### src/rtl/cfg_rx_pkg.sv
// Shared types for the configuration receiver.
// Assumes: all users compile this package first.
package cfg_rx_pkg;
    // One-cycle edge events derived from a synchronized input.
    typedef struct packed {
        logic rise;
        logic fall;
    } edge_ev_t;
endpackage

### src/rtl/cfg_sync.sv
// Multi-stage synchronizer for a vector of asynchronous inputs.
// Assumes: each bit is sampled independently; a multi-bit bus must be stable
// around the moment its qualifying strobe is sampled.
module cfg_sync #(
    parameter int W      = 1,
    parameter int STAGES = 2
) (
    input  logic         clk,
    input  logic         rst_n,
    input  logic [W-1:0] async_in,
    output logic [W-1:0] sync_out
);
    logic [W-1:0] stage_q [STAGES];

    // Every stage resets to zero and takes the value of the previous stage.
    for (genvar s = 0; s < STAGES; s++) begin : g_stage
        if (s == 0) begin : g_first
            always_ff @(posedge clk) begin
                if (!rst_n) stage_q[s] <= '0;
                else        stage_q[s] <= async_in;
            end
        end else begin : g_next
            always_ff @(posedge clk) begin
                if (!rst_n) stage_q[s] <= '0;
                else        stage_q[s] <= stage_q[s-1];
            end
        end
    end

    assign sync_out = stage_q[STAGES-1];
endmodule

### src/rtl/cfg_edge.sv
// Rising and falling edge detector on an already synchronized signal.
// Assumes: the input is synchronous to clk, and the previous value resets to 0.
module cfg_edge
    import cfg_rx_pkg::*;
(
    input  logic     clk,
    input  logic     rst_n,
    input  logic     sig_s,
    output edge_ev_t ev
);
    logic prev_q;

    // Remember last cycle's level.
    always_ff @(posedge clk) begin
        if (!rst_n) prev_q <= 1'b0;
        else        prev_q <= sig_s;
    end

    assign ev.rise = sig_s & ~prev_q;
    assign ev.fall = ~sig_s & prev_q;
endmodule

### src/rtl/cfg_por.sv
// Power-on hold timer: busy for POR_CYCLES clocks after reset is released.
// Assumes: POR_CYCLES >= 1; only rst_n restarts the period.
module cfg_por #(
    parameter int POR_CYCLES = 1000
) (
    input  logic clk,
    input  logic rst_n,
    output logic busy
);
    localparam int CNT_W = $clog2(POR_CYCLES + 1);

    logic [CNT_W-1:0] cnt_q;

    assign busy = (cnt_q != CNT_W'(POR_CYCLES));

    // Count up to the limit, then saturate.
    always_ff @(posedge clk) begin
        if (!rst_n)    cnt_q <= '0;
        else if (busy) cnt_q <= cnt_q + 1'b1;
    end

    // The period never restarts without reset.
    p_por_no_restart_r1: assert property (@(posedge clk) disable iff (!rst_n)
        !busy |=> !busy);
endmodule

### src/rtl/cfg_serializer.sv
// Byte capture and bit unpacking engine with the expected-bit countdown.
// A rising edge captures a byte only when no bits remain from the previous one.
// Each falling edge with bits pending emits the next bit, LSB first. Done
// rises one clock after the last counted bit and freezes the engine.
// Assumes: edge events come from synchronized signals aligned with data_s;
// hold clears everything synchronously.
module cfg_serializer
    import cfg_rx_pkg::*;
#(
    parameter int DATA_W     = 8,
    parameter int TOTAL_BITS = 64
) (
    input  logic              clk,
    input  logic              rst_n,
    input  logic              hold,
    input  edge_ev_t          dclk_ev,
    input  logic [DATA_W-1:0] data_s,
    output logic              ser_bit,
    output logic              ser_valid,
    output logic              done
);
    localparam int LEFT_W = $clog2(DATA_W + 1);
    localparam int REM_W  = $clog2(TOTAL_BITS + 1);

    logic [DATA_W-1:0] shreg_q;
    logic [LEFT_W-1:0] left_q;
    logic [REM_W-1:0]  remain_q;
    logic              bit_q;
    logic              valid_q;
    logic              done_q;
    logic              active;

    assign active = !done_q && (remain_q != '0);

    // Capture, shift, count down, and flag completion.
    always_ff @(posedge clk) begin
        if (!rst_n || hold) begin
            shreg_q  <= '0;
            left_q   <= '0;
            remain_q <= REM_W'(TOTAL_BITS);
            bit_q    <= 1'b0;
            valid_q  <= 1'b0;
            done_q   <= 1'b0;
        end else begin
            valid_q <= 1'b0;
            done_q  <= done_q | (remain_q == '0);
            if (active) begin
                if (dclk_ev.rise && left_q == '0) begin
                    shreg_q <= data_s;
                    left_q  <= LEFT_W'(DATA_W);
                end else if (dclk_ev.fall && left_q != '0) begin
                    bit_q    <= shreg_q[0];
                    valid_q  <= 1'b1;
                    shreg_q  <= shreg_q >> 1;
                    left_q   <= left_q - 1'b1;
                    remain_q <= remain_q - 1'b1;
                end
            end
        end
    end

    assign ser_bit   = bit_q;
    assign ser_valid = valid_q;
    assign done      = done_q;

    // A hold leaves no strobe and no done flag behind.
    p_hold_clears_r2: assert property (@(posedge clk) disable iff (!rst_n)
        hold |=> (!done && !ser_valid));
    // Strobes come from separate falling edges and never touch.
    p_single_strobe_r5: assert property (@(posedge clk) disable iff (!rst_n)
        ser_valid |=> !ser_valid);
    // Done stays up until the next hold.
    p_done_sticky_r8: assert property (@(posedge clk) disable iff (!rst_n)
        (done && !hold) |=> done);
    // No bit leaves after completion.
    p_quiet_after_done_r9: assert property (@(posedge clk) disable iff (!rst_n)
        done |-> !ser_valid);
endmodule

### src/rtl/cfg_byte_rx.sv
// Target-side byte configuration receiver (top).
// It synchronizes the link pins, runs the power-on hold, drives the open-drain
// status request, and unpacks each received byte into a strobed bit stream.
// Assumes: dclk_in phases last at least SYNC_STAGES+1 clk cycles, and data_in
// is stable around each dclk_in rising edge.
module cfg_byte_rx #(
    parameter int DATA_W      = 8,
    parameter int TOTAL_BITS  = 64,
    parameter int POR_CYCLES  = 1000,
    parameter int SYNC_STAGES = 2
) (
    input  logic              clk,
    input  logic              rst_n,
    input  logic              ncfg_in,
    input  logic              dclk_in,
    input  logic [DATA_W-1:0] data_in,
    output logic              status_drive_low,
    output logic              bit_out,
    output logic              bit_valid,
    output logic              cfg_done
);
    import cfg_rx_pkg::*;

    localparam int PIN_W = DATA_W + 2;

    logic [PIN_W-1:0]  pins_s;
    logic              ncfg_s;
    logic              dclk_s;
    logic [DATA_W-1:0] data_s;
    logic              por_busy;
    logic              hold;
    edge_ev_t          dclk_ev;

    cfg_sync #(.W(PIN_W), .STAGES(SYNC_STAGES)) u_sync (
        .clk      (clk),
        .rst_n    (rst_n),
        .async_in ({ncfg_in, dclk_in, data_in}),
        .sync_out (pins_s)
    );

    assign ncfg_s = pins_s[PIN_W-1];
    assign dclk_s = pins_s[PIN_W-2];
    assign data_s = pins_s[DATA_W-1:0];

    cfg_por #(.POR_CYCLES(POR_CYCLES)) u_por (
        .clk   (clk),
        .rst_n (rst_n),
        .busy  (por_busy)
    );

    cfg_edge u_dclk_edge (
        .clk   (clk),
        .rst_n (rst_n),
        .sig_s (dclk_s),
        .ev    (dclk_ev)
    );

    // Receiver is held while the power-on timer runs or the request is low.
    assign hold             = por_busy | ~ncfg_s;
    assign status_drive_low = hold;

    cfg_serializer #(.DATA_W(DATA_W), .TOTAL_BITS(TOTAL_BITS)) u_ser (
        .clk       (clk),
        .rst_n     (rst_n),
        .hold      (hold),
        .dclk_ev   (dclk_ev),
        .data_s    (data_s),
        .ser_bit   (bit_out),
        .ser_valid (bit_valid),
        .done      (cfg_done)
    );

    // Completion follows the final strobe by exactly one clock.
    p_done_after_last_r8: assert property (@(posedge clk) disable iff (!rst_n)
        $rose(cfg_done) |-> $past(bit_valid));
endmodule

### config.mk
export PLATFORM = sky130hd
export DESIGN_NAME = cfg_byte_rx
export DESIGN_NICKNAME = d
export VERILOG_FILES = /design/src/rtl/cfg_rx_pkg.sv /design/src/rtl/cfg_sync.sv /design/src/rtl/cfg_edge.sv /design/src/rtl/cfg_por.sv /design/src/rtl/cfg_serializer.sv /design/src/rtl/cfg_byte_rx.sv
export SDC_FILE = /design/constraint.sdc
export NUM_CORES = 1
export LEC_CHECK = 0
export ABC_AREA = 1
export BUFFER_PORTS_ARGS = -buffer_cell sky130_fd_sc_hd__buf_2
export CAP_MARGIN = 15
export CORE_AREA = 2 2 69 71
export CTS_BUF_LIST = sky130_fd_sc_hd__clkbuf_2 sky130_fd_sc_hd__clkbuf_4 sky130_fd_sc_hd__clkbuf_8
export DETAILED_ROUTE_END_ITERATION = 8
export DIE_AREA = 0 0 71 73
export PLACE_DENSITY = 0.69
export SLEW_MARGIN = 20
export SYNTH_ARGS = -nofsm -noshare
export SYNTH_HDL_FRONTEND = slang
export SYNTH_SLANG_ARGS = --single-unit
export TNS_END_PERCENT = 10
### constraint.sdc
create_clock -name clk -period 4.6 [get_ports clk]
set_input_delay 0.23 -clock clk [delete_from_list [all_inputs] [get_ports clk]]
set_output_delay 0.23 -clock clk [all_outputs]
set_load 0.1 [all_outputs]
==> results of run 1 <==
==> worst min path at each step <==
stage | startpoint | end | slack, ps | depth (start not counted)
after floorplan | data_in[0] | u_sync.stage_q[0][0] | 330 | 2
after global placement | u_sync.stage_q[0][1] | u_sync.stage_q[1][1] | 390 | 2
after CTS | data_in[2] | u_sync.stage_q[0][2] | 90 | 3
after detailed placement | u_sync.stage_q[0][1] | u_sync.stage_q[1][1] | 400 | 2
final | data_in[3] | u_sync.stage_q[0][3] | 100 | 3
after global routing | data_in[5] | u_sync.stage_q[0][5] | 90 | 3
==> cell type report <==
type | instances | area, µm²
Sequential cell | 53 | 1061
Tap cell | 54 | 67.56
Clock inverter | 3 | 26.28
Timing Repair Buffer | 15 | 75.07
Fill cell | 417 | 2107
Clock buffer | 5 | 68.82
Multi-Input combinational cell | 182 | 914.6
Inverter | 56 | 215.2
==> per-stage QoR <==
step,utilization [%],instance area [µm²]
after CTS,53.54,2429
after floorplan,-,2256
final,53.54,2429
after detailed placement,51.45,2333
after global placement,51.45,2333
after global routing,53.54,2429
==> synth_stat cells (2+ instances only) <==
cell      count
nand2_1      62
inv_1        54
dfxtp_1      53
nor2_1       40
a21oi_1      13
nand3_1      13
o21ai_0      13
o21ai_1       7
ha_1          6
nand4_1       5
nor2_2        4
nand2_2       3
nor3_1        3
or2_2         3
clkbuf_1      2
nor3b_1       2
==> sequential cells by signal, indices dropped and copies added, names as in the netlist <==
signal / count
u_dclk_edge.prev_q: 1
u_por.cnt_q: 10
u_ser.done: 1
u_ser.left_q: 4
u_ser.remain_q: 7
u_ser.ser_bit: 1
u_ser.ser_valid: 1
u_ser.shreg_q: 8
u_sync.stage_q: 20
==> power by group through the flow <==
stage	sequential, mW	combinational [mW]	clock [mW]
3_5_place_dp	0.485	0.0301	0
5_1_grt	0.475	0.0355	0.291
4_1_cts	0.474	0.0304	0.278
3_3_place_gp	0.484	0.0296	0
2_1_floorplan	0.484	0.0236	0
6_report	0.474	0.0299	0.267
==> placed cells by master, fill, tap and decap left out <==
| master | count |
|---|---|
| nor3_1 | 3 |
| xor2_1 | 1 |
| nor2_2 | 4 |
| buf_2 | 15 |
| nand3_1 | 13 |
| ha_1 | 6 |
| nand2_1 | 62 |
| inv_6 | 1 |
| dfxtp_1 | 53 |
| nor2_4 | 1 |
| inv_1 | 54 |
| o21ai_0 | 13 |
| nor2_1 | 40 |
| nand2_2 | 3 |
| clkinv_4 | 3 |
| o21ai_4 | 1 |
| inv_2 | 1 |
| o21ai_2 | 1 |
| nor2_8 | 1 |
| clkbuf_8 | 5 |
| nor3_2 | 1 |
| or2_2 | 3 |
| nand4_1 | 5 |
| o21ai_1 | 7 |
| and2_1 | 1 |
| nand4_4 | 1 |
| a21oi_1 | 13 |
| nor3b_1 | 2 |
==> layer usage <==
layer | GRT usage, % | share of wire [%] | routed length [µm] | up-vias
li1 | - | - | - | 941
met1 | 18.73 | 51 | 1759 | 709
met2 | 24.61 | 45 | 1539 | 16
met3 | 4.144 | 2.4 | 82 | 5
met4 | 5.031 | 1.5 | 51 | 0
met5 | 0 | 0 | 0 | -
==> cell families after synthesis <==
logic type	count (synthesis)
and+or+nand+nor	140
buffers and inverters	63
DFF	53
AOI/OAI and AO/OA	35
adders and majority gates	6
xor gates and xnor gates	1
==> worst reg2reg max path, cell delays in order, from the launching register on <==
cell and delay [ps]:
dfxtp_1 340, inv_1 90, ha_1 200, inv_1 50, nor2_1 30, nand3_1 100
nand2_2 130, nor2_2 360, inv_1 140, nor2_1 150, nand2_1 70, nand2_1 60
==> flow_summary.ini, run 1 <==
[status]
run_status = finished, final reports clean

[setup_path]
crit_path_max_delay_family = buffers and inverters
worst_ep_required_time_ps = 4370
worst_setup_path_end_kind = output pin
worst-r2r-setup-slack_ps = 2860
r2r-start = u_ser.remain_q[0]
slowest_stage = buf_2
critical_path_cell_count = 6
path_cells = inv_1 > ha_1 > nand4_1 > nor2_2 > nand3_1 > buf_2
critical_path.max_stage_delay_ps = 430
worstPathMaxFanout = 5
start_kind = flip-flop
end_of_the_worst_register_to_register_path = u_ser.left_q[1]
path_buf_inv = 2
timing.critical_path.arrival_ps = 1650
crit_start = u_por.cnt_q[0]
setup.worst_path.class = reg -> out
r2r.worst_path.cells = 11
setup.worst_path.end = status_drive_low

[logic_synthesis]
synth_top_family_by_area = simple AND/OR/NAND/NOR gates
total_standard_cell_area_after_synthesis_mm2 = 0.002256
synthesis.instances = 298
synth_xor_area_share_pct = 0.3882
number_of_flops_mapped_to_enable_cells_by_yosys = 0
async_flop_share_pct = 0
postSynth.topFlopCell = dfxtp_1
yosys.cell_types.count = 31
yosysSeqAreaShare_pct = 47.03
synth_largest_area_cell = dfxtp_1
synthTopCellsByArea = dfxtp_1 47%, nand2_1 10%, inv_1 9.0%, nor2_1 6.7%, ha_1 3.3%
synth_simple_gate_area_share_pct = 28.40
synth_mux_area_share_pct = 0
synth-adder-area-share_pct = 3.328
synth_top_cell_area_share_pct = 47.03
postSynthRegisterBits = 53
synth_compound_gate_area_share_pct = 8.430
syn-mean-instance-area_um2 = 7.570
yosys_warnings = 0
syn_nets = 316

[sta]
finalHoldViolCount = 0
timing.max_slew.rel_slack_pct = 65.71
final.hold.worst_slack_ps = 99.53
worstMarginPinSlew_ps = 512.9
final-max-slew-violation-count = 0
setup_viol = 0
achievable-frequency_ghz = 0.5314
post-route-min-period_ps = 1882
finClkSkew_ps = 4.514
worst_slack_ps = 2718
rsz0062_at_grt = no
post-route-period-util_pct = 40.91
setup-tns-final_ps = 0

[placed_design]
gpl.final_weighted_congestion = 0.7647
place.port_buffers = 15
detailedPlace.worstSlack_ps = 2883
place_hpwl_um = 2415
dp_cells = 360

[finish]
area_delta_synth_final_pct = 7.654
final_layout_size_suffix_gt1_share_pct = 13.06
nets = 331
insertedDiodeCount = 0
non_filler_instance_count_after_layout = 368

[pwr]
power_leakage_nw = 1.131
peakVddDrop_uv = 234.9
power.density_mw_per_mm2 = 317.2
power_switching_uw = 178.7
power_uw = 770.3
pwr-share-comb_pct = 3.9
seq_power_share_pct = 61.5
power_frac_clock_pct = 34.6
switching_share_pct = 23.19
internal-power_uw = 591.6

[floorplan]
top_level_ports = 16
die_x_um = 71
floorplan.die_area_mm2 = 0.005183
placeableCoreArea_mm2 = 0.004536
fp.dieH_um = 73
start_util_pct = 49.74
std_cell_rows = 25

[global_route]
grt_max_degree = 29
grt_use_total_pct = 14.85
initial_antenna_violation_count = 0
globalRouteOverflowTotal = 0
vias_in_the_first_global_route = 1534
grt_pass1_wl_um = 6216

[routing]
drt_wl_total_um = 3433
route.antenna.remaining_nets = 0
vias = 1671
drtIter0Drc = 99
number_of_drc_violations_after_detailed_routing = 0
vias_per_cell = 4.541
wire_per_inst_um = 9.329
pre_repair_dr_iteration_count = 4

[clocking]
hold_bufs_inserted_after_cts = 0
post_cts_buffers = 0
cts_root_buf = clkbuf_8
worstSkewPairLatency_ps = 300
cts_tree = built
cts_max_path_buffers = 2
clock_sinks = 53
cts_buffers = 5
htree_levels = 2
post_cts_resize_count = 0
cts.clk_slew.worst_paths_ps = 90

[worst_hold_path]
timing.hold.worst.class = in -> reg

[job]
number_of_max_capacitance_violations_reported = 0
(Power assumes the default switching activity.)
==> run 2: changes to the inputs <==
--- a/config.mk
+++ b/config.mk
@@ -12,7 +12,7 @@
 export CTS_BUF_LIST = sky130_fd_sc_hd__clkbuf_2 sky130_fd_sc_hd__clkbuf_4 sky130_fd_sc_hd__clkbuf_8
 export DETAILED_ROUTE_END_ITERATION = 8
 export DIE_AREA = 0 0 71 73
-export PLACE_DENSITY = 0.69
+export PLACE_DENSITY = 0.72
 export SLEW_MARGIN = 20
 export SYNTH_ARGS = -nofsm -noshare
 export SYNTH_HDL_FRONTEND = slang
==> constraint.sdc (replaced) <==
create_clock -name clk -period 1.55 [get_ports clk]
set_input_delay 0.0775 -clock clk [delete_from_list [all_inputs] [get_ports clk]]
set_output_delay 0.0775 -clock clk [all_outputs]
set_load 0.1 [all_outputs]
==> flow_summary.ini, run 2 (synthesis results as in run 1) <==
[status]
run_status = finished, final reports clean

[global_route]
grt_use_total_pct = 17.19
met3_usage_pct = 4.558
grt_pass1_wl_um = 6934
met2_usage_grt_pct = 29.28
global_route.usage.met1_pct = 20.74
initial_antenna_violation_count = 0
globalRouteOverflowTotal = 0
grt_max_degree = 28
vias_in_the_first_global_route = 1607
top_usage_layer = met2

[clocking]
cts.clk_slew.worst_paths_ps = 110
htree_levels = 2
worstSkewPairLatency_ps = 310
clock_sinks = 53
cts_root_buf = clkbuf_8
cts_tree = built
cts_max_path_buffers = 2
cts_buffers = 5

[pwr]
peakVddDrop_uv = 719.8
power_leakage_nw = 1.313
power_mw = 2.386
pwr-share-comb_pct = 5.9
power_frac_clock_pct = 35.1
internal-power_mw = 1.799
power.density_mw_per_mm2 = 835.3
power_switching_uw = 586.6
seq_power_share_pct = 59.0
switching_share_pct = 24.59

[setup_path]
setup.worst_path.class = reg -> reg
crit_start = u_por.cnt_q[1]
r2r-start = u_por.cnt_q[1]
worst_setup_path_end_kind = flip-flop
timing.critical_path.arrival_ps = 1730
start_kind = flip-flop
worstPathMaxFanout = 4
worst_ep_required_time_ps = 1750

[finish]
largest_registers = u_sync.stage_q (20), u_por.cnt_q (10), u_ser.shreg_q (8)
nFillCells = 371
most_common_cell_after_layout_fill_and_taps_aside = nand2_1
largest_register_ffs = 20
final_layout_size_suffix_gt1_share_pct = 24.78
regArea_mm2 = 0.001072
multi_input_area_mm2 = 0.001023
insertedDiodeCount = 0
top_library_cells_by_usage_in_the_layout_fill_and_taps_aside = 62 x nand2_1, 48 x inv_1, 46 x dfxtp_1, 39 x nor2_1
non_filler_instance_count_after_layout = 401
area_delta_synth_final_pct = 26.62
nets = 364
finalInstanceArea_mm2 = 0.002856
registers.top_by_ff_count = u_sync.stage_q

[sta]
post-route-min-period_ps = 1532
achievable-frequency_ghz = 0.6528
finalHoldViolCount = 0
post-route-period-util_pct = 98.83
timing.max_slew.rel_slack_pct = 67.97
rsz0062_at_grt = yes
worst_slack_ps = 18.12
finClkSkew_ps = 11.02
setup_viol = 0
worstMarginPinSlew_ps = 483.8
setup-tns-final_ps = 0
final-max-slew-violation-count = 0

[placed_design]
placement.cell_area_mm2 = 0.002425
dp_cells = 370
detailedPlace.worstSlack_ps = 11.90
gpl.final_weighted_congestion = 0.7890
place_hpwl_um = 2626
place.port_buffers = 15

[routing]
drtIter0Drc = 95
drt_wl_total_um = 4520
vias_per_cell = 4.758
route.antenna.remaining_nets = 0
pre_repair_dr_iteration_count = 4
wire_per_inst_um = 11.27
number_of_drc_violations_after_detailed_routing = 0
vias = 1908

[floorplan]
top_level_ports = 16
floorplan.die_area_mm2 = 0.005183
die_x_um = 71
placeableCoreArea_mm2 = 0.004536
fp.dieH_um = 73
std_cell_rows = 25
start_util_pct = 49.74

[job]
number_of_max_capacitance_violations_reported = 0

[worst_hold_path]
timing.hold.worst.class = in -> reg
timing.hold.worst.start = rst_n
[run 2: area by class of cell]
cell class	count	share of cell area, %
inverters	56	7.622
repair buffers	45	13.01
multi-input cells	184	35.83
flip-flops and latches	53	37.54
repair inverters	1	0.2190
clock inverters	3	1.007
clock buffers	5	2.409
well taps	54	2.365
[run 2: timing repair]
item | 4_1_cts | 5_1_grt
endpoints found under the setup margin | 3 | 24
resized for setup | 5 | 34
gates cloned | 0 | 3
endpoints found under the hold margin | 10 | 0
buffers inserted | 3 | 7
pin swaps | 2 | 9
hold buffers | 10 | 0
[run 2: critical path: stages, from the launching register on]
cell and delay (ps):
dfxtp_4 360, inv_2 60, ha_4 120, nand4_1 90, nor2_2 150, buf_6 130
buf_4 100, nand2_1 100, o21ai_0 250, a21oi_1 80
[run 2: layer usage]
metal  wire [µm]  up-vias  part of all wire [%]
met5           0        -                     0
li1            -     1011                     -
met3         141        2                   3.1
met1        2088      860                    46
met2        2260       35                    50
met4          30        0                  0.66
[run 2: power by group through the flow]
stage	Clock [mW]	Combinational, mW	Sequential, mW
6_report	0.837	0.140	1.41
5_1_grt	0.921	0.156	1.41
4_1_cts	0.863	0.117	1.41
3_5_place_dp	0	0.0928	1.44
3_3_place_gp	0	0.0909	1.44
2_1_floorplan	0	0.0699	1.44
[run 2: final timing paths]
path	endpoint	slack, ps	cells after the start
setup / recovery	u_por.cnt_q[0]	20	9
hold / removal	u_ser.remain_q[1]	150	3
setup reg to reg	u_por.cnt_q[0]	20	9
hold reg to reg	u_sync.stage_q[1][6]	420	2
[run 2: metrics by stage]
step / hold slack, ps / util [%]
2_1_floorplan: 175.1 / -
3_3_place_gp: 257.4 / 53.46
3_5_place_dp: 261.5 / 53.46
4_1_cts: 148.7 / 58.76
5_1_grt: 161.6 / 62.98
6_report: 147.5 / 62.98
